$ cat config.mk
export PLATFORM = sky130hd
export DESIGN_NAME = sram_pg_ctrl
export DESIGN_NICKNAME = d
export VERILOG_FILES = /design/src/rtl/sram_pg_pkg.sv /design/src/rtl/sram_cycle_timer.sv /design/src/rtl/sram_page_track.sv /design/src/rtl/sram_pg_ctrl.sv
export SDC_FILE = /design/constraint.sdc
export NUM_CORES = 1
export LEC_CHECK = 0
export BUFFER_PORTS_ARGS = -buffer_cell sky130_fd_sc_hd__clkbuf_2
export CORE_MARGIN = 5
export CORE_UTILIZATION = 54
export DETAILED_ROUTE_END_ITERATION = 7
export PLACE_DENSITY_LB_ADDON = 0.2
export RECOVER_POWER = 25
export SYNTH_ARGS = -nofsm -noshare
export SYNTH_HDL_FRONTEND = slang
export SYNTH_SLANG_ARGS = --single-unit
export TNS_END_PERCENT = 100
$ cat constraint.sdc
create_clock -name clk -period 1.9 [get_ports clk]
set_clock_uncertainty 0.05 [all_clocks]
set_input_delay 0 -clock clk [delete_from_list [all_inputs] [get_ports clk]]
set_output_delay 0 -clock clk [all_outputs]
set_load 0.05 [all_outputs]
$ cat src/rtl/sram_pg_pkg.sv
package sram_pg_pkg;
   typedef enum logic [2:0] {
      ST_IDLE,
      ST_READ,
      ST_TURN,
      ST_WRITE,
      ST_HOLD
   } ctl_state_e;
endpackage

$ cat src/rtl/sram_cycle_timer.sv
module sram_cycle_timer #(
   parameter int CNT_W = 3
) (
   input  logic             clk,
   input  logic             rst_n,
   input  logic             load,
   input  logic [CNT_W-1:0] load_val,
   output logic             zero
);
   logic [CNT_W-1:0] cnt_q;

   always_ff @(posedge clk) begin
      if (!rst_n)
         cnt_q <= '0;
      else if (load)
         cnt_q <= load_val;
      else if (cnt_q != '0)
         cnt_q <= cnt_q - 1'b1;
   end

   assign zero = (cnt_q == '0);
endmodule

$ cat src/rtl/sram_page_track.sv
module sram_page_track #(
   parameter int PAGE_W = 14,
   parameter int BE_W   = 2
) (
   input  logic              clk,
   input  logic              rst_n,
   input  logic              set_i,
   input  logic              clr_i,
   input  logic [PAGE_W-1:0] page_i,
   input  logic [BE_W-1:0]   be_i,
   output logic              open_o,
   output logic              hit_o
);
   logic [PAGE_W-1:0] page_q;
   logic [BE_W-1:0]   be_q;
   logic              open_q;

   always_ff @(posedge clk) begin
      if (!rst_n) begin
         open_q <= 1'b0;
         page_q <= '0;
         be_q   <= '0;
      end else if (set_i) begin
         open_q <= 1'b1;
         page_q <= page_i;
         be_q   <= be_i;
      end else if (clr_i) begin
         open_q <= 1'b0;
      end
   end

   assign open_o = open_q;
   assign hit_o  = open_q && (page_i == page_q) && (be_i == be_q);
endmodule

$ cat src/rtl/sram_pg_ctrl.sv
module sram_pg_ctrl
   import sram_pg_pkg::*;
#(
   parameter int ADDR_W         = 18,
   parameter int DATA_W         = 16,
   parameter int WORD_BITS      = 4,
   parameter int RD_CYC         = 7,
   parameter int PAGE_CYC       = 3,
   parameter int WR_CYC         = 4,
   parameter int TA_CYC         = 2,
   parameter bit ZERO_OFF_LANES = 1'b1
) (
   input  logic                   clk,
   input  logic                   rst_n,
   input  logic                   req_valid,
   output logic                   req_ready,
   input  logic                   req_write,
   input  logic [ADDR_W-1:0]      req_addr,
   input  logic [DATA_W-1:0]      req_wdata,
   input  logic [DATA_W/8-1:0]    req_be,
   output logic                   rsp_valid,
   output logic [DATA_W-1:0]      rsp_data,
   output logic                   mem_ce1_n,
   output logic                   mem_ce2,
   output logic                   mem_we_n,
   output logic                   mem_oe_n,
   output logic                   mem_ub_n,
   output logic                   mem_lb_n,
   output logic [ADDR_W-1:0]      mem_addr,
   output logic [DATA_W-1:0]      mem_dq_out,
   output logic                   mem_dq_oe,
   input  logic [DATA_W-1:0]      mem_dq_in
);
   localparam int BE_W    = DATA_W / 8;
   localparam int PAGE_W  = ADDR_W - WORD_BITS;
   localparam int MAX_A   = (RD_CYC > WR_CYC) ? RD_CYC : WR_CYC;
   localparam int MAX_CYC = (MAX_A > TA_CYC) ? MAX_A : TA_CYC;
   localparam int CNT_W   = $clog2(MAX_CYC + 1);

   if (BE_W != 2 || (DATA_W % 8) != 0) begin : g_bad_width
      $error("sram_pg_ctrl: data bus must be two byte lanes");
   end
   if (WORD_BITS < 1 || WORD_BITS >= ADDR_W) begin : g_bad_page
      $error("sram_pg_ctrl: word index must leave page bits");
   end
   if (PAGE_CYC < 1 || PAGE_CYC > RD_CYC || WR_CYC < 1 || TA_CYC < 1) begin : g_bad_timing
      $error("sram_pg_ctrl: timing parameters out of range");
   end

   ctl_state_e        state_q;
   logic              sel_q, we_n_q, oe_n_q, dq_oe_q;
   logic [BE_W-1:0]   byte_n_q;
   logic [ADDR_W-1:0] addr_q, wr_addr_q;
   logic [DATA_W-1:0] dq_out_q, wr_data_q, rd_word;
   logic [BE_W-1:0]   wr_be_q;

   logic              accept, t_zero, t_load, pg_open, pg_hit;
   logic [CNT_W-1:0]  t_val;
   logic [ADDR_W-1:0] w_addr;
   logic [DATA_W-1:0] w_data;
   logic [BE_W-1:0]   w_be;

   assign req_ready = (state_q == ST_IDLE);
   assign accept    = req_valid && req_ready;

   sram_page_track #(.PAGE_W(PAGE_W), .BE_W(BE_W)) u_page (
      .clk    (clk),
      .rst_n  (rst_n),
      .set_i  (accept && !req_write),
      .clr_i  (accept && req_write),
      .page_i (req_addr[ADDR_W-1:WORD_BITS]),
      .be_i   (req_be),
      .open_o (pg_open),
      .hit_o  (pg_hit)
   );

   always_comb begin
      t_load = 1'b0;
      t_val  = '0;
      if (accept) begin
         t_load = 1'b1;
         if (!req_write)
            t_val = pg_hit ? CNT_W'(PAGE_CYC - 1) : CNT_W'(RD_CYC - 1);
         else
            t_val = pg_open ? CNT_W'(TA_CYC - 1) : CNT_W'(WR_CYC - 1);
      end else if (state_q == ST_TURN && t_zero) begin
         t_load = 1'b1;
         t_val  = CNT_W'(WR_CYC - 1);
      end
   end

   sram_cycle_timer #(.CNT_W(CNT_W)) u_timer (
      .clk      (clk),
      .rst_n    (rst_n),
      .load     (t_load),
      .load_val (t_val),
      .zero     (t_zero)
   );

   // write source: straight from the request, or from the parked copy after turnaround
   assign w_addr = (state_q == ST_TURN) ? wr_addr_q : req_addr;
   assign w_data = (state_q == ST_TURN) ? wr_data_q : req_wdata;
   assign w_be   = (state_q == ST_TURN) ? wr_be_q   : req_be;

   for (genvar g = 0; g < BE_W; g++) begin : g_lane
      if (ZERO_OFF_LANES) begin : g_mask
         assign rd_word[g*8 +: 8] = byte_n_q[g] ? 8'h00 : mem_dq_in[g*8 +: 8];
      end else begin : g_pass
         assign rd_word[g*8 +: 8] = mem_dq_in[g*8 +: 8];
      end
   end

   always_ff @(posedge clk) begin
      if (!rst_n) begin
         state_q   <= ST_IDLE;
         sel_q     <= 1'b0;
         we_n_q    <= 1'b1;
         oe_n_q    <= 1'b1;
         byte_n_q  <= '1;
         addr_q    <= '0;
         dq_out_q  <= '0;
         dq_oe_q   <= 1'b0;
         wr_addr_q <= '0;
         wr_data_q <= '0;
         wr_be_q   <= '0;
         rsp_valid <= 1'b0;
         rsp_data  <= '0;
      end else begin
         rsp_valid <= 1'b0;
         unique case (state_q)
            ST_IDLE: begin
               if (accept && !req_write) begin
                  addr_q   <= req_addr;
                  sel_q    <= 1'b1;
                  oe_n_q   <= 1'b0;
                  byte_n_q <= ~req_be;
                  state_q  <= ST_READ;
               end else if (accept) begin
                  wr_addr_q <= req_addr;
                  wr_data_q <= req_wdata;
                  wr_be_q   <= req_be;
                  if (pg_open) begin
                     oe_n_q   <= 1'b1;
                     byte_n_q <= '1;
                     state_q  <= ST_TURN;
                  end else begin
                     addr_q   <= w_addr;
                     sel_q    <= 1'b1;
                     we_n_q   <= 1'b0;
                     byte_n_q <= ~w_be;
                     dq_out_q <= w_data;
                     dq_oe_q  <= 1'b1;
                     state_q  <= ST_WRITE;
                  end
               end
            end
            ST_READ: begin
               if (t_zero) begin
                  rsp_valid <= 1'b1;
                  rsp_data  <= rd_word;
                  state_q   <= ST_IDLE;
               end
            end
            ST_TURN: begin
               if (t_zero) begin
                  addr_q   <= w_addr;
                  sel_q    <= 1'b1;
                  we_n_q   <= 1'b0;
                  byte_n_q <= ~w_be;
                  dq_out_q <= w_data;
                  dq_oe_q  <= 1'b1;
                  state_q  <= ST_WRITE;
               end
            end
            ST_WRITE: begin
               if (t_zero) begin
                  we_n_q  <= 1'b1;
                  state_q <= ST_HOLD;
               end
            end
            ST_HOLD: begin
               dq_oe_q  <= 1'b0;
               sel_q    <= 1'b0;
               byte_n_q <= '1;
               state_q  <= ST_IDLE;
            end
            default: state_q <= ST_IDLE;
         endcase
      end
   end

   assign mem_ce1_n  = ~sel_q;
   assign mem_ce2    = sel_q;
   assign mem_we_n   = we_n_q;
   assign mem_oe_n   = oe_n_q;
   assign mem_lb_n   = byte_n_q[0];
   assign mem_ub_n   = byte_n_q[BE_W-1];
   assign mem_addr   = addr_q;
   assign mem_dq_out = dq_out_q;
   assign mem_dq_oe  = dq_oe_q;
endmodule

### Yosys cells after proc, flatten, opt, wreduce, memory -nomap -nowiden

Index checks and enable logic that the tools add are counted.

* register bits: 116
* bits in latches: 0
* memory bits (writable): 0
* ROM bits: 0
* bits of input ports: 56
* logic and storage cells: 118
* memories kept: 0

* $add $sub $neg: 1
* $mul: 0
* divide/modulo/power cells: 0
* $lt $le $gt $ge: 0
* equality and inequality tests: 14
* shift-type cells: 0
* mux-type cells: 54
* bitwise logic cells: 4
* reductions and logical operators: 28

Operators with widths (number)
* 18-bit two-way mux: 5
* 16-bit two-way mux: 5
* 18-bit case mux with 2 select lines: 1
* 16-bit case mux with 2 select lines: 1
* 3-bit two-way mux: 10
* 1-bit two-way mux: 18
* 8-bit two-way mux: 2
* 14-bit == test: 1
* 2-bit two-way mux: 7
* 3-bit case mux with 4 select lines: 1
* 4-bit AND reduction: 3
* 2-bit inequality test (second input constant): 5
* 5-bit AND reduction: 2
* 2-bit nonzero test: 5
* 1-bit case mux with 3 select lines: 3
* 3-bit AND reduction: 3
* 3-bit nonzero test: 3
* 3-bit by 2-bit == test with 1-bit output (second input constant): 2
* 1-bit logical AND: 6
* 3-bit zero test: 2
* 2-bit case mux with 3 select lines: 1
* 6-bit AND reduction: 1
* 2-bit NOT: 2
* 2-bit AND reduction: 2
* 9 further kinds: 10

### Logic depth before layout (Yosys ltp)

* depth in word-level cells: 7
* mapped depth: 8
* mapped depth without buffers: 6

### By module

From an unflattened synthesis, not the netlist that was laid out.

* cells, all modules: 505
* area, all modules: 5049.8 um^2

Modules (own cells, without submodules)
* sram_pg_ctrl: instances 1, cells an instance 407, area an instance 4032.6 um^2
* sram_page_track: instances 1, cells an instance 76, area an instance 812.0 um^2
* sram_cycle_timer: instances 1, cells an instance 22, area an instance 205.2 um^2

### Worst setup path after synthesis

OpenSTA, ideal clock, no wires.

* path type: register -> register
* start: reg u_timer.cnt_q[0]
* end: reg rsp_data[10]
* arrival time: 1.602 ns
* data required time: 1.790 ns
* path slack: 0.188 ns
* stages on the path, launching flop included: 8
* path buffers: 2
* clock period less this slack: 1.712 ns
* cell sequence: dfxtp_1 inv_1 ha_1 nor2b_1 clkbuf_1 a21oi_1 buf_2 a22o_1

* word-level cells in the longest chain between the ends: 2

Ends and longest elaborated chain
* start, declared: RTL line sram_cycle_timer.sv:10 `logic [CNT_W-1:0] cnt_q;`
* start signal, assigned: RTL line sram_cycle_timer.sv:16 `cnt_q <= load_val;`
* start signal, assigned: RTL line sram_cycle_timer.sv:18 `cnt_q <= cnt_q - 1'b1;`
* 3-bit zero test: RTL line sram_cycle_timer.sv:21 `assign zero = (cnt_q == '0);`
* 2-bit AND reduction (no line)
* end signal, assigned: RTL line sram_pg_ctrl.sv:160 `rsp_data <= rd_word;`
* end, declared: RTL line sram_pg_ctrl.sv:22 `output logic [DATA_W-1:0] rsp_data,`

No other way between the ends.
A chain may end at the register's enable or synchronous reset.

### Final worst setup path

* start: reg state_q[2]
* end: reg addr_q[17], in the netlist mem_addr[17]

* word-level cells in the longest chain between the ends: 6

Ends and longest elaborated chain
* start, declared: RTL line sram_pg_ctrl.sv:50 `ctl_state_e state_q;`
* start signal, assigned: RTL line sram_pg_ctrl.sv:115 `state_q <= ST_IDLE;`
* start signal, assigned: RTL line sram_pg_ctrl.sv:137 `state_q <= ST_READ;`
* start signal, assigned: RTL line sram_pg_ctrl.sv:145 `state_q <= ST_TURN;`
* 3-bit by 2-bit == test with 1-bit output: RTL line sram_pg_ctrl.sv:101, sram_pg_ctrl.sv:130
* 18-bit two-way mux: RTL line sram_pg_ctrl.sv:101 `assign w_addr = (state_q == ST_TURN) ? wr_addr_q : req_addr;`
* 18-bit two-way mux: RTL line sram_pg_ctrl.sv:142 `if (pg_open) begin`
* 18-bit two-way mux: RTL line sram_pg_ctrl.sv:138 `end else if (accept) begin`
* 18-bit two-way mux: RTL line sram_pg_ctrl.sv:132 `if (accept && !req_write) begin`
* 18-bit case mux with 2 select lines: RTL line sram_pg_ctrl.sv:130 `unique case (state_q)`
* end signal, assigned: RTL line sram_pg_ctrl.sv:133 `addr_q <= req_addr;`
* end signal, assigned: RTL line sram_pg_ctrl.sv:147 `addr_q <= w_addr;`
* end signal, assigned: RTL line sram_pg_ctrl.sv:166 `addr_q <= w_addr;`
* end, declared: RTL line sram_pg_ctrl.sv:53 `logic [ADDR_W-1:0] addr_q, wr_addr_q;`

Several ways; a longest one is shown, not always the timed one. The select of a mux whose other input is x is not followed.

==> impl_metrics.tcl <==
set metrics [dict create \
    run_status "finished clean" \
    synth_area_mm2 0.00494 \
    headroom_to_the_max_slew_limit_pct 25.3 \
    seqPwrFrac_pct 31.8 \
    number_of_enable_flip_flop_cells_after_synthesis 0 \
    routed-via-count 4480 \
    rsz0062_at_grt "yes" \
    power_frac_comb_pct 33.1 \
    synth.distinct_cells 45 \
    timing.critical_path.to_type "flop" \
    maxSlewViolCount 0 \
    internal_power_mw 6.10 \
    cts.clk_slew.worst_paths_ps 60 \
    synth-async-reset-ratio_pct 0 \
    totalWireLength_um 12600 \
    numCtsBuffers 17 \
    io_pins 115 \
    ant_nets 0 \
    initial_drc_count 238 \
    fillerInstances 660 \
    max_fo_critical_path 18 \
    crit_chain "buf_4 -> nor2_1 -> buf_4 -> and2_1 -> buf_12 -> a211oi_1" \
    regArea_mm2 0.00232 \
    critical_path_buf_inv_count 3 \
    max_stage_delay_ps 430 \
    slew_at_the_pin_with_the_worst_max_slew_slack_ps 1120 \
    hold_path.class "in2reg" \
    initial_utilization_pct 54.5 \
    cts_num_sinks 116 \
    cp_delay_by_family_top "buffers and inverters" \
    power.clock.fraction_pct 35.2 \
    postSynthRegisterBits 116 \
    drc_errors 0 \
    startpoint_type "flop" \
    cpMostUsedCell "sky130_fd_sc_hd__buf_4" \
    syn_area_per_cell_um2 9.29 \
    h-tree-depth 4 \
    drt-wirelength-per-cell_um 15.2 \
    tritoncts_clock_tree "done" \
    synth_nets 590 \
    synth_cells 532 \
    layout-drive-gt1-share_pct 22.9 \
    yosys_warnings 0 \
    power_per_cell_area_mw_per_mm2 1420 \
    finalCritPeriodShare_pct 98.1 \
    final-hold-violation-count 0 \
    worst_skew_pair.late_latency_ps 510 \
    pre_cts_ws_ps -178 \
    number_of_cell_rows 35 \
    design.die.area_mm2 0.0112 \
    max_cap_violations 0 \
    die_height_um 106 \
    io_buffers 114 \
    detailed_place_hpwl_um 7950 \
    drt_first_pass_iters 4 \
    fmax_mhz 537 \
    area_growth_syn_to_layout_pct 37.2 \
    synth_ff_type "sky130_fd_sc_hd__dfxtp_1" \
    overflow 0 \
    switching_share_pct 36.7 \
    final_weighted_congestion_in_routability_driven_placement 0.803 \
    final_nets 765 \
    combined_area_of_the_multi_input_logic_cells_mm2 0.00232 \
    finalWorstPathRequiredPeriod_ps 1860 \
    worstSetupPathType "reg2reg" \
    ir_drop_v 0.000782 \
    max-clock-path-buffers 2 \
    final_design_area_no_fill_mm2 0.00678 \
    detailed_place.area_mm2 0.00562 \
    power.static_leakage_nw 2.60 \
    synth_sequential_area_ratio_pct 47.0 \
    setup_slack_ps 36.6 \
    vias_per_cell 5.39 \
    groute.usage.overall_pct 23.0 \
    cts.root.buffer_cell "sky130_fd_sc_hd__clkbuf_8" \
    critical-path-slowest-cell "sky130_fd_sc_hd__dfxtp_1" \
    timing.final.setup_violations 0 \
    die_x_um 106 \
    grt_pass1_wl_um 21000 \
    cp_data_arrival_time_ps 2140 \
    initial_antenna_violation_count 0 \
    switchingPower_mw 3.53 \
    antenna_cells 0 \
    grt_max_degree 93 \
    grt_pass1_vias 4423 \
    core_mm2 0.00906 \
    required_ps 2180 \
]
==> cell usage after synthesis, types with 2 or more instances <==
cell type / n / area share [%]
sky130_fd_sc_hd__dfxtp_1: 116 / 47
sky130_fd_sc_hd__nand2_1: 106 / 8.1
sky130_fd_sc_hd__a21oi_1: 71 / 7.2
sky130_fd_sc_hd__mux2i_1: 35 / 7.1
sky130_fd_sc_hd__nor2_1: 26 / 2.0
sky130_fd_sc_hd__a211oi_2: 19 / 4.8
sky130_fd_sc_hd__a211oi_1: 17 / 2.6
sky130_fd_sc_hd__a22o_1: 16 / 2.8
sky130_fd_sc_hd__xnor2_1: 16 / 2.8
sky130_fd_sc_hd__clkbuf_1: 15 / 1.1
sky130_fd_sc_hd__inv_1: 11 / 0.84
sky130_fd_sc_hd__buf_2: 10 / 1.0
sky130_fd_sc_hd__buf_6: 8 / 1.8
sky130_fd_sc_hd__a21oi_2: 7 / 1.2
sky130_fd_sc_hd__and2_1: 4 / 0.51
sky130_fd_sc_hd__buf_4: 4 / 0.61
sky130_fd_sc_hd__nand2b_1: 4 / 0.51
sky130_fd_sc_hd__o21ai_0: 4 / 0.41
sky130_fd_sc_hd__nand4_1: 3 / 0.38
sky130_fd_sc_hd__nor3_1: 3 / 0.30
sky130_fd_sc_hd__nor3b_1: 3 / 0.46
sky130_fd_sc_hd__nor4_1: 3 / 0.38
sky130_fd_sc_hd__o21ai_1: 3 / 0.30
sky130_fd_sc_hd__a2111oi_0: 2 / 0.35
sky130_fd_sc_hd__a21o_1: 2 / 0.30
sky130_fd_sc_hd__buf_12: 2 / 0.81
sky130_fd_sc_hd__ha_1: 2 / 0.51
sky130_fd_sc_hd__nand3_1: 2 / 0.20
sky130_fd_sc_hd__o31ai_1: 2 / 0.30
==> sequential cells by signal (all words and copies together) (netlist names) <==
signal         cells
rsp_valid          1
mem_ce2            1
u_page.be_q        2
byte_n_q           2
wr_be_q            2
mem_dq_oe          1
rsp_data          16
mem_we_n           1
mem_dq_out        16
u_page.open_o      1
wr_addr_q         18
u_timer.cnt_q      3
state_q            3
wr_data_q         16
u_page.page_q     14
mem_addr          18
mem_oe_n           1
==> worst register-to-register path, delay by kind of cell, from the launching register on <==
| family | cells | cell delay, ps |
|---|---|---|
| buf+inv | 3 | 650 |
| simple gates | 2 | 450 |
| flops | 1 | 430 |
| compound gates | 1 | 100 |
==> worst paths after layout <==
| path | from | to | slack [ps] | cells past startpoint |
|---|---|---|---|---|
| max reg2reg | state_q[2] | mem_addr[17] | 40 | 6 |
| min | mem_dq_in[3] | rsp_data[3] | 190 | 3 |
| max | state_q[2] | mem_addr[17] | 40 | 6 |
| min reg2reg | wr_addr_q[9] | wr_addr_q[9] | 410 | 2 |
==> power groups by stage <==
stage          clock [mW]  combinational, mW  sequential, mW
4_1_cts              3.44               3.22            3.04
6_report             3.39               3.18            3.06
5_1_grt              3.58               3.42            3.10
3_5_place_dp            0               3.10            3.09
2_1_floorplan           0               1.57            3.88
3_3_place_gp            0               3.04            3.07
==> final cells by class <==
cell class	count	share of cell area (%)
Timing Repair Buffer	196	19.5
Clock buffer	19	6.52
Clock inverter	13	2.88
Tap cell	111	2.05
Multi-Input combinational cell	365	34.2
Sequential cell	116	34.3
Inverter	11	0.628
==> cells by family after synthesis <==
logic type / share of synthesized area [%]
AOI/OAI and AO/OA: 21.6
muxes: 7.09
DFF: 47.0
buffers and inverters: 6.53
and+or+nand+nor: 14.5
xor gates and xnor gates: 2.84
adders and majority gates: 0.506
==> per-stage QoR <==
step | setup TNS (ps) | util, % | cells | power, mW | hold slack, ps
floorplan | 0 | - | 532 | 5.45 | 26.2
detailed placement | -2560 | 62.0 | 744 | 6.20 | 165
CTS | 0 | 75.2 | 831 | 9.70 | 175
finish | 0 | 74.8 | 831 | 9.62 | 192
global route | -77.6 | 74.8 | 831 | 10.1 | 202
global placement | -651 | 62.0 | 744 | 6.11 | 160
==> layout by cell type (no fill, tap or decap), types with 4 or more instances in the layout <==
cell                            count
sky130_fd_sc_hd__a211oi_2          19
sky130_fd_sc_hd__o21ai_0            4
sky130_fd_sc_hd__mux2i_1           35
sky130_fd_sc_hd__inv_6              4
sky130_fd_sc_hd__inv_1             10
sky130_fd_sc_hd__a21oi_1           70
sky130_fd_sc_hd__clkbuf_2          71
sky130_fd_sc_hd__buf_4             23
sky130_fd_sc_hd__a21oi_2            8
sky130_fd_sc_hd__nand2_1          106
sky130_fd_sc_hd__nor2_1            26
sky130_fd_sc_hd__clkbuf_1          43
sky130_fd_sc_hd__a211oi_1          17
sky130_fd_sc_hd__and2_1             4
sky130_fd_sc_hd__nand2b_1           4
sky130_fd_sc_hd__clkbuf_16         16
sky130_fd_sc_hd__xnor2_1           16
sky130_fd_sc_hd__bufinv_16          4
sky130_fd_sc_hd__buf_12             4
sky130_fd_sc_hd__dlygate4sd3_1     55
sky130_fd_sc_hd__dfxtp_1          115
sky130_fd_sc_hd__a22o_1            16
==> layer usage <==
metal	GRT usage [%]	wire length (um)
met2	38.8	6300
met1	28.4	5420
met3	6.06	793
met4	7.96	131
met5	0	0
==> what timing repair did <==
item,CTS,global route
setup buffers,0,0
pin swaps,0,0
cloned,0,0
hold endpoints to repair,113,0
hold buffers,55,0
setup endpoints to repair,16,21
resized for setup,1,5
Note: power is estimated with default switching activity, not from simulation.
